===== config.mk =====
export PLATFORM = sky130hd
export DESIGN_NAME = wdt_lockable
export DESIGN_NICKNAME = d
export VERILOG_FILES = /design/src/rtl/wdt_lock_pkg.sv /design/src/rtl/wdt_mode_window.sv /design/src/rtl/wdt_period_counter.sv /design/src/rtl/wdt_recovery_fsm.sv /design/src/rtl/wdt_lockable.sv
export SDC_FILE = /design/constraint.sdc
export NUM_CORES = 1
export LEC_CHECK = 0
export BUFFER_PORTS_ARGS = -buffer_cell sky130_fd_sc_hd__buf_2
export CAP_MARGIN = 20
export CORE_MARGIN = 2
export CORE_UTILIZATION = 51
export DETAILED_ROUTE_END_ITERATION = 8
export GPL_TIMING_DRIVEN = 0
export HOLD_SLACK_MARGIN = 0.05
export PLACE_DENSITY = 0.8
export SLEW_MARGIN = 10
export SYNTH_ARGS = -nofsm -noshare
export SYNTH_HDL_FRONTEND = slang
export SYNTH_SLANG_ARGS = --single-unit
export TNS_END_PERCENT = 5

===== constraint.sdc =====
create_clock -name clk_i -period 1.7 [get_ports clk_i]
set_input_delay 0.255 -clock clk_i [delete_from_list [all_inputs] [get_ports clk_i]]
set_output_delay 0.255 -clock clk_i [all_outputs]
set_load 0.03 [all_outputs]

===== src/rtl/wdt_lock_pkg.sv =====
package wdt_lock_pkg;

    typedef enum logic [1:0] {
        WIN_WAIT,
        WIN_OPEN,
        WIN_SHUT
    } win_state_e;

    typedef enum logic [1:0] {
        REC_IDLE,
        REC_RESET,
        REC_WAKE
    } rec_state_e;

    // bit 4 tick source, bit 3 stop run, bit 2 halt run, bits 1:0 tap
    typedef struct packed {
        logic       clk_xtal;
        logic       stop_run;
        logic       halt_run;
        logic [1:0] tap;
    } wdt_mode_t;

    localparam wdt_mode_t MODE_DEFAULT = '{clk_xtal: 1'b0, stop_run: 1'b1,
                                           halt_run: 1'b1, tap: 2'b01};

endpackage


===== src/rtl/wdt_mode_window.sv =====
module wdt_mode_window
    import wdt_lock_pkg::*;
#(
    parameter int WIN_CYCLES = 60
) (
    input  logic      clk_i,
    input  logic      rst_ni,
    input  logic      first_instr_i,
    input  logic      recover_i,
    input  logic      full_reset_i,
    input  logic      wr_en_i,
    input  logic [4:0] wr_data_i,
    output wdt_mode_t mode_o,
    output logic      open_o
);
    localparam int WIN_W = $clog2(WIN_CYCLES);
    localparam logic [WIN_W-1:0] WIN_LAST = WIN_W'(WIN_CYCLES - 1);

    win_state_e       state_q, state_d;
    logic [WIN_W-1:0] win_cnt_q;
    wdt_mode_t        mode_q;

    always_ff @(posedge clk_i or negedge rst_ni) begin
        if (!rst_ni) state_q <= WIN_WAIT;
        else         state_q <= state_d;
    end

    always_comb begin
        state_d = state_q;
        unique case (state_q)
            WIN_WAIT: if (first_instr_i) state_d = WIN_OPEN;
            WIN_OPEN: if (win_cnt_q == WIN_LAST) state_d = WIN_SHUT;
            WIN_SHUT: state_d = WIN_SHUT;
            default:  state_d = WIN_WAIT;
        endcase
        if (recover_i) state_d = WIN_WAIT;
    end

    always_ff @(posedge clk_i or negedge rst_ni) begin
        if (!rst_ni)                 win_cnt_q <= '0;
        else if (state_q != WIN_OPEN) win_cnt_q <= '0;
        else                         win_cnt_q <= win_cnt_q + 1'b1;
    end

    always_ff @(posedge clk_i or negedge rst_ni) begin
        if (!rst_ni)
            mode_q <= MODE_DEFAULT;
        else if (full_reset_i)
            mode_q <= MODE_DEFAULT;
        else if (state_q == WIN_OPEN && wr_en_i && !recover_i)
            mode_q <= wdt_mode_t'(wr_data_i);
    end

    always_comb begin
        open_o = (state_q == WIN_OPEN);
        mode_o = mode_q;
    end
endmodule


===== src/rtl/wdt_period_counter.sv =====
module wdt_period_counter #(
    parameter  int TAP_BASE_LOG2 = 8,
    localparam int CNT_W         = TAP_BASE_LOG2 + 4
) (
    input  logic             clk_i,
    input  logic             rst_ni,
    input  logic             tick_i,
    input  logic             run_i,
    input  logic             refresh_i,
    input  logic [1:0]       tap_i,
    output logic             expire_o,
    output logic [CNT_W-1:0] count_o
);
    localparam int N_TAPS = 4;

    logic [CNT_W-1:0] last_tbl [N_TAPS];
    logic [CNT_W-1:0] cnt_q;
    logic             step;

    for (genvar g = 0; g < N_TAPS; g++) begin : g_tap
        localparam int SHIFT = (g == N_TAPS - 1) ? 4 : g;
        assign last_tbl[g] = (CNT_W'(1) << (TAP_BASE_LOG2 + SHIFT)) - 1'b1;
    end

    assign step     = tick_i && run_i && !refresh_i;
    assign expire_o = step && (cnt_q == last_tbl[tap_i]);

    always_ff @(posedge clk_i or negedge rst_ni) begin
        if (!rst_ni)       cnt_q <= '0;
        else if (refresh_i) cnt_q <= '0;
        else if (expire_o)  cnt_q <= '0;
        else if (step)      cnt_q <= cnt_q + 1'b1;
    end

    assign count_o = cnt_q;
endmodule


===== src/rtl/wdt_recovery_fsm.sv =====
module wdt_recovery_fsm
    import wdt_lock_pkg::*;
(
    input  logic clk_i,
    input  logic rst_ni,
    input  logic expire_i,
    input  logic in_stop_i,
    output logic wdt_reset_o,
    output logic stop_wake_o
);
    rec_state_e state_q, state_d;

    always_ff @(posedge clk_i or negedge rst_ni) begin
        if (!rst_ni) state_q <= REC_IDLE;
        else         state_q <= state_d;
    end

    always_comb begin
        state_d = REC_IDLE;
        unique case (state_q)
            REC_IDLE, REC_RESET, REC_WAKE:
                if (expire_i) state_d = in_stop_i ? REC_WAKE : REC_RESET;
            default: state_d = REC_IDLE;
        endcase
    end

    always_comb begin
        wdt_reset_o = 1'b0;
        stop_wake_o = 1'b0;
        unique case (state_q)
            REC_IDLE:  ;
            REC_RESET: wdt_reset_o = 1'b1;
            REC_WAKE:  stop_wake_o = 1'b1;
            default:   ;
        endcase
    end
endmodule


===== src/rtl/wdt_lockable.sv =====
module wdt_lockable
    import wdt_lock_pkg::*;
#(
    parameter int TAP_BASE_LOG2 = 8,
    parameter int WIN_CYCLES    = 60
) (
    input  logic       clk_i,
    input  logic       rst_ni,
    input  logic       first_instr_i,
    input  logic       mode_wr_i,
    input  logic [4:0] mode_data_i,
    input  logic       refresh_i,
    input  logic       rc_tick_i,
    input  logic       xtal_tick_i,
    input  logic       halt_mode_i,
    input  logic       stop_mode_i,
    input  logic       stop_recover_i,
    output logic       mode_open_o,
    output logic       wdt_reset_o,
    output logic       stop_wake_o
);
    localparam int CNT_W = TAP_BASE_LOG2 + 4;

    wdt_mode_t        mode_q;
    logic [CNT_W-1:0] cnt_q;
    logic             tick, run, expire, recover_any;

    assign recover_any = wdt_reset_o || stop_wake_o || stop_recover_i;
    assign tick        = mode_q.clk_xtal ? xtal_tick_i : rc_tick_i;
    assign run         = stop_mode_i ? mode_q.stop_run
                       : (halt_mode_i ? mode_q.halt_run : 1'b1);

    wdt_mode_window #(.WIN_CYCLES(WIN_CYCLES)) i_window (
        .clk_i        (clk_i),
        .rst_ni       (rst_ni),
        .first_instr_i(first_instr_i),
        .recover_i    (recover_any),
        .full_reset_i (wdt_reset_o),
        .wr_en_i      (mode_wr_i),
        .wr_data_i    (mode_data_i),
        .mode_o       (mode_q),
        .open_o       (mode_open_o)
    );

    wdt_period_counter #(.TAP_BASE_LOG2(TAP_BASE_LOG2)) i_counter (
        .clk_i    (clk_i),
        .rst_ni   (rst_ni),
        .tick_i   (tick),
        .run_i    (run),
        .refresh_i(refresh_i),
        .tap_i    (mode_q.tap),
        .expire_o (expire),
        .count_o  (cnt_q)
    );

    wdt_recovery_fsm i_recovery (
        .clk_i      (clk_i),
        .rst_ni     (rst_ni),
        .expire_i   (expire),
        .in_stop_i  (stop_mode_i),
        .wdt_reset_o(wdt_reset_o),
        .stop_wake_o(stop_wake_o)
    );
endmodule


## After elaboration in Yosys (flattened, before gate mapping)

Index checks and enable logic that the tools add are counted.

- Add/subtract/negate cells: 2
- $lt $le $gt $ge: 1
- Equal/unequal tests: 9
- Muxes and demuxes: 21
- Bitwise operators: 1
- Reductions and logical operators: 15

Operator list:

| cell | number |
|---|---|
| $mux 12 | 5 |
| $bmux 12 s2 | 1 |
| $add 12x1->12 const B | 1 |
| $eq 12x12->1 | 1 |
| $mux 2 | 6 |
| $mux 5 | 2 |
| $add 6x1->6 const B | 1 |
| $eq 6x6->1 const B | 1 |
| $mux 6 | 1 |
| $pmux 2 s3 | 1 |
| $logic_and 1x1->1 | 5 |
| $mux 1 | 5 |
| $eq 2x1->1 const B | 2 |
| $eq 2x2->1 const B | 2 |
| $logic_not 2->1 | 2 |
| $ge 3x3->1 const B | 1 |
| $ne 3x1->1 const B | 1 |
| $ne 3x2->1 const B | 1 |
| $not 2->3 | 1 |
| $reduce_bool 3->1 | 1 |
| $reduce_or 3->1 | 1 |
| $logic_not 1->1 | 2 |
| $logic_or 1x1->1 | 2 |
| $ne 2x1->1 const B | 1 |
| other kinds (2) | 2 |

- Register bits after elaboration: 27
- Bits of input ports: 15
- Output and inout bits: 3

## Logic depth before layout (Yosys ltp)

- Word-level depth: 8
- Depth in mapped cells: 6
- Gate-level depth less buffers: 6

## Hierarchy

A second synthesis with hierarchy kept.

- Cell total of the unflattened synthesis: 154
- Area total of the unflattened synthesis: 1,522.7 um^2

Modules (own cells, without submodules):

| module | instances | cells each | area an instance (um^2) | seq. area each (um^2) |
|---|---|---|---|---|
| wdt_period_counter | 1 | 83 | 740.7 | 300.3 |
| wdt_mode_window | 1 | 58 | 660.6 | 329.1 |
| wdt_recovery_fsm | 1 | 8 | 87.6 | 50.0 |
| wdt_lockable | 1 | 5 | 33.8 | 0.0 |

## Worst setup path after synthesis

Ideal clock, no wire load.

- Kind: flip-flop to flip-flop
- From: register i_counter.cnt_q[9], in the netlist i_counter.count_o[9]
- To: register i_counter.cnt_q[9], in the netlist i_counter.count_o[9]
- Data arrival time: 1.619 ns
- Required time: 1.574 ns
- Slack: -0.045 ns
- Stages on the path, launching flop included: 6
- Cells stage by stage: dfrtp_1 -> or4_4 -> nor3_4 -> o31a_4 -> nor2_2 -> a221o_1

- Cells in the longest elaborated chain, start to end: 4
- Elaborated cells between the ends (all ways): 7
- Those cells by class: add/sub: 1; eq/ne: 1; mux: 3; reduce/logical: 2

Ends and longest elaborated chain:

| item | RTL line | source |
|---|---|---|
| from (decl) | wdt_period_counter.sv:17 | `logic [CNT_W-1:0] cnt_q;` |
| from (signal assigned) | wdt_period_counter.sv:32 | `else if (step) cnt_q <= cnt_q + 1'b1;` |
| $add 12x1->12 / $eq 12x12->1 (equally long branches) | wdt_period_counter.sv:32, wdt_period_counter.sv:26 |  |
| $mux 12 / $logic_and 1x1->1 (equally long branches) | wdt_period_counter.sv:32, wdt_period_counter.sv:26 |  |
| $mux 12 | wdt_period_counter.sv:31 | `else if (expire_o) cnt_q <= '0;` |
| $mux 12 | wdt_period_counter.sv:30 | `else if (refresh_i) cnt_q <= '0;` |

Several ways; a longest one is shown, not always the timed one. The select of a mux whose other input is x is not followed.
A chain may end at the register's enable or synchronous reset.

## Worst setup path in the final report

Same ends and word-level chain as after synthesis.

==> results.sh <==
export IMPL_grt_antenna_before_repair=0
export IMPL_drtAntennaViolNets=0
export IMPL_drc=0
export IMPL_finalCritPeriodShare_pct=107
export IMPL_ys_seq_elements=27
export IMPL_die_x_um=57.7
export IMPL_critPathLaunchType="register"
export IMPL_finalSetupViolations=8
export IMPL_yosysMostFrequentCell="dfrtp_1"
export IMPL_yosys_most_used_dff="dfrtp_1"
export IMPL_hold_depth=2
export IMPL_max_slew_margin_pct=60.8
export IMPL_leakagePower_nw=0.855
export IMPL_htreeDepth=1
export IMPL_grt_use_total_pct=18.7
export IMPL_violations="negative setup slack"
export IMPL_ys_warn_count=0
export IMPL_fmax_mhz=551
export IMPL_cts_buffer_depth=2
export IMPL_drv_slew=0
export IMPL_grt_pass1_vias=1118
export IMPL_grt_max_degree=28
export IMPL_num_rows=19
export IMPL_critPathCaptureType="register"
export IMPL_synth_edf_count=0
export IMPL_maxCapViolCount=0
export IMPL_grt_pass1_wl_um=4790
export IMPL_power_total_mw=1.79
export IMPL_port_buffers=17
export IMPL_dieArea_um2=3330
export IMPL_yosysTopAreaCell="dfrtp_1"
export IMPL_globalplace_congestion=0.823
export IMPL_final_hold_viol_count=0
export IMPL_worstHoldPathType="primary input to register"
export IMPL_r2r_start="i_counter.count_o[9]$_DFFE_PN0P_"
export IMPL_wl_per_cell_um=14.5
export IMPL_multiInputGateArea_um2=805
export IMPL_first_pass_iters=4
export IMPL_worstRegToRegCells=5
export IMPL_worst_hold_slack_ns=0.139
export IMPL_tritoncts="done"
export IMPL_synthTopCellsByArea="dfrtp_1, ha_1, dfstp_2"
export IMPL_status="complete, but fails checks"
export IMPL_ys_types=38
export IMPL_num_fill_cells=236
export IMPL_clk_pin_slew_ns=0.14
export IMPL_synthTopCellsByCount="dfrtp_1, nand2_1, nor2_1"
export IMPL_worstSetupPathType="register to register"
export IMPL_pre_cts_ws_ns=-0.196
export IMPL_routed_via_density=5.61
export IMPL_final_util_pct=63.2
export IMPL_netlist_area_um2=1470
export IMPL_area_growth_pct=18.5
export IMPL_core_um2=2760
export IMPL_worst_pin_slew_ns=0.588
export IMPL_regArea_um2=681
export IMPL_fin_skew_ns=0.00334
export IMPL_wirelength_um=3020
export IMPL_synth_cells=146
export IMPL_cp_max_fo=4
export IMPL_cts_buffers=3
export IMPL_synth_top_cell_area_share_pct=40.8
export IMPL_ios=18
export IMPL_num_antenna_cells=0
export IMPL_rsz0062_at_grt="yes"
export IMPL_yosysSeqAreaShare_pct=46.2
export IMPL_required_ns=1.92
export IMPL_grt_overflow=0
export IMPL_num_vias=1167
export IMPL_clk_latency_ns=0.32
export IMPL_rrSetupSlack_ns=-0.12
export IMPL_drive_above_1_share_pct=28.2
export IMPL_final_net_count=200
export IMPL_finalCriticalPeriod_ns=1.82
export IMPL_die_h_um=57.7
export IMPL_syn_num_nets=168
export IMPL_r2r_end="i_counter.count_o[9]$_DFFE_PN0P_"
export IMPL_initial_core_util_pct=53.4
export IMPL_layout_setup_ws_ns=-0.115
export IMPL_critical_path_arrival_ns=2.04
export IMPL_drt_iter0_drc=20
export IMPL_vdd_ir_drop_worst_mv=0.968
export IMPL_async_reset_ff_share_pct=100
export IMPL_hpwl_um=2030
export IMPL_p_per_area_nw_per_um2=1030
export IMPL_worstHoldStart="refresh_i"
export IMPL_cts_num_sinks=27
export IMPL_syn_avg_cell_area_um2=10.1
export IMPL_hold_path_endpoint="i_counter.count_o[8]$_DFFE_PN0P_"
export IMPL_cts_root_buf="clkbuf_4"
[per-stage QoR]
stage	TNS (ns)	instance area [µm²]	cells
finish	-0.438	1740	208
global route	-1.08	1740	208
CTS	-0.364	1680	202
detailed placement	-1.47	1600	194
global placement	-0.677	1600	194
floorplan	-0.0454	1470	146
[timing repair]
action                                  CTS  global route
pin swaps                                 1             9
hold buffers                              1             0
gates resized for setup                   5             6
endpoints found under the setup margin   17            12
endpoints found under the hold margin    24             0
buffers inserted                          3             6
[layout make-up]
cell class / instances / area share, %
repair buffers: 27 / 9.33
multi-input cells: 111 / 46.2
inverters: 8 / 1.72
well taps: 31 / 2.23
clock buffers: 4 / 1.51
flip-flops and latches: 27 / 39.1
[placed cells by master, fill, tap and decap left out, types with 2 or more instances in the layout]
| cell | n |
|---|---|
| a211o_1 | 3 |
| a211oi_1 | 2 |
| a21o_1 | 3 |
| a21oi_1 | 6 |
| and2_1 | 5 |
| and3_1 | 3 |
| buf_2 | 17 |
| buf_4 | 9 |
| clkbuf_4 | 3 |
| dfrtp_1 | 23 |
| dfstp_2 | 3 |
| ha_1 | 6 |
| inv_1 | 8 |
| mux2i_1 | 3 |
| nand2_1 | 14 |
| nand2b_1 | 3 |
| nand3_1 | 7 |
| nand4_1 | 4 |
| nor2_1 | 9 |
| nor2_2 | 2 |
| nor2b_1 | 2 |
| o211ai_1 | 2 |
| o21ai_1 | 2 |
| or2_2 | 2 |
| or3_1 | 4 |
| xnor2_1 | 3 |
| xor2_1 | 5 |
[flip-flops by register name (all words and copies together), names as in the netlist]
register,count
i_counter.count_o,12
i_window.win_cnt_q,6
i_window.state_q,2
i_recovery.state_q,2
i_window.mode_o,5
[where the power goes]
group | internal, mW | switching, mW
clock network | 0.0919 | 0.180
registers | 0.780 | 0.0966
logic | 0.308 | 0.337
[kinds of logic after synthesis]
| logic type | synth area share [%] |
|---|---|
| buf+inv | 2.04 |
| compound gates | 12.6 |
| xor+xnor | 4.76 |
| simple gates | 26.4 |
| mux | 2.04 |
| flops | 46.2 |
| fa+ha+maj | 5.95 |
[worst max-delay path by stage]
stage | cells after the start | from | endpoint | slack (ns)
2_1_floorplan | 5 | i_counter.count_o[9]$_DFFE_PN0P_ | i_counter.count_o[9]$_DFFE_PN0P_ | -0.05
3_3_place_gp | 4 | i_window.mode_o[3]$_DFFE_PN1P_ | i_counter.count_o[9]$_DFFE_PN0P_ | -0.15
3_5_place_dp | 4 | i_window.mode_o[3]$_DFFE_PN1P_ | i_counter.count_o[9]$_DFFE_PN0P_ | -0.20
4_1_cts | 5 | i_window.mode_o[1]$_DFFE_PN0P_ | i_counter.count_o[9]$_DFFE_PN0P_ | -0.11
5_1_grt | 5 | i_counter.count_o[9]$_DFFE_PN0P_ | i_counter.count_o[9]$_DFFE_PN0P_ | -0.16
6_report | 5 | i_counter.count_o[9]$_DFFE_PN0P_ | i_counter.count_o[9]$_DFFE_PN0P_ | -0.12
[critical path: stages, from the launching register on]
cell and delay, ns:
dfrtp_2 0.43, or4_4 0.57, nor3_4 0.21, o31a_4 0.20
nor2_4 0.04, a221o_1 0.28
[routing by layer]
layer  track usage [%]  part of all wire (%)  up-vias
met1              22.2                    43      558
met3              5.13                   3.3        4
met5                 0                     0        -
met2              32.8                    53       19
li1                  -                     -      586
met4              5.65                  0.83        0
Note: power is estimated with default switching activity, not from simulation.
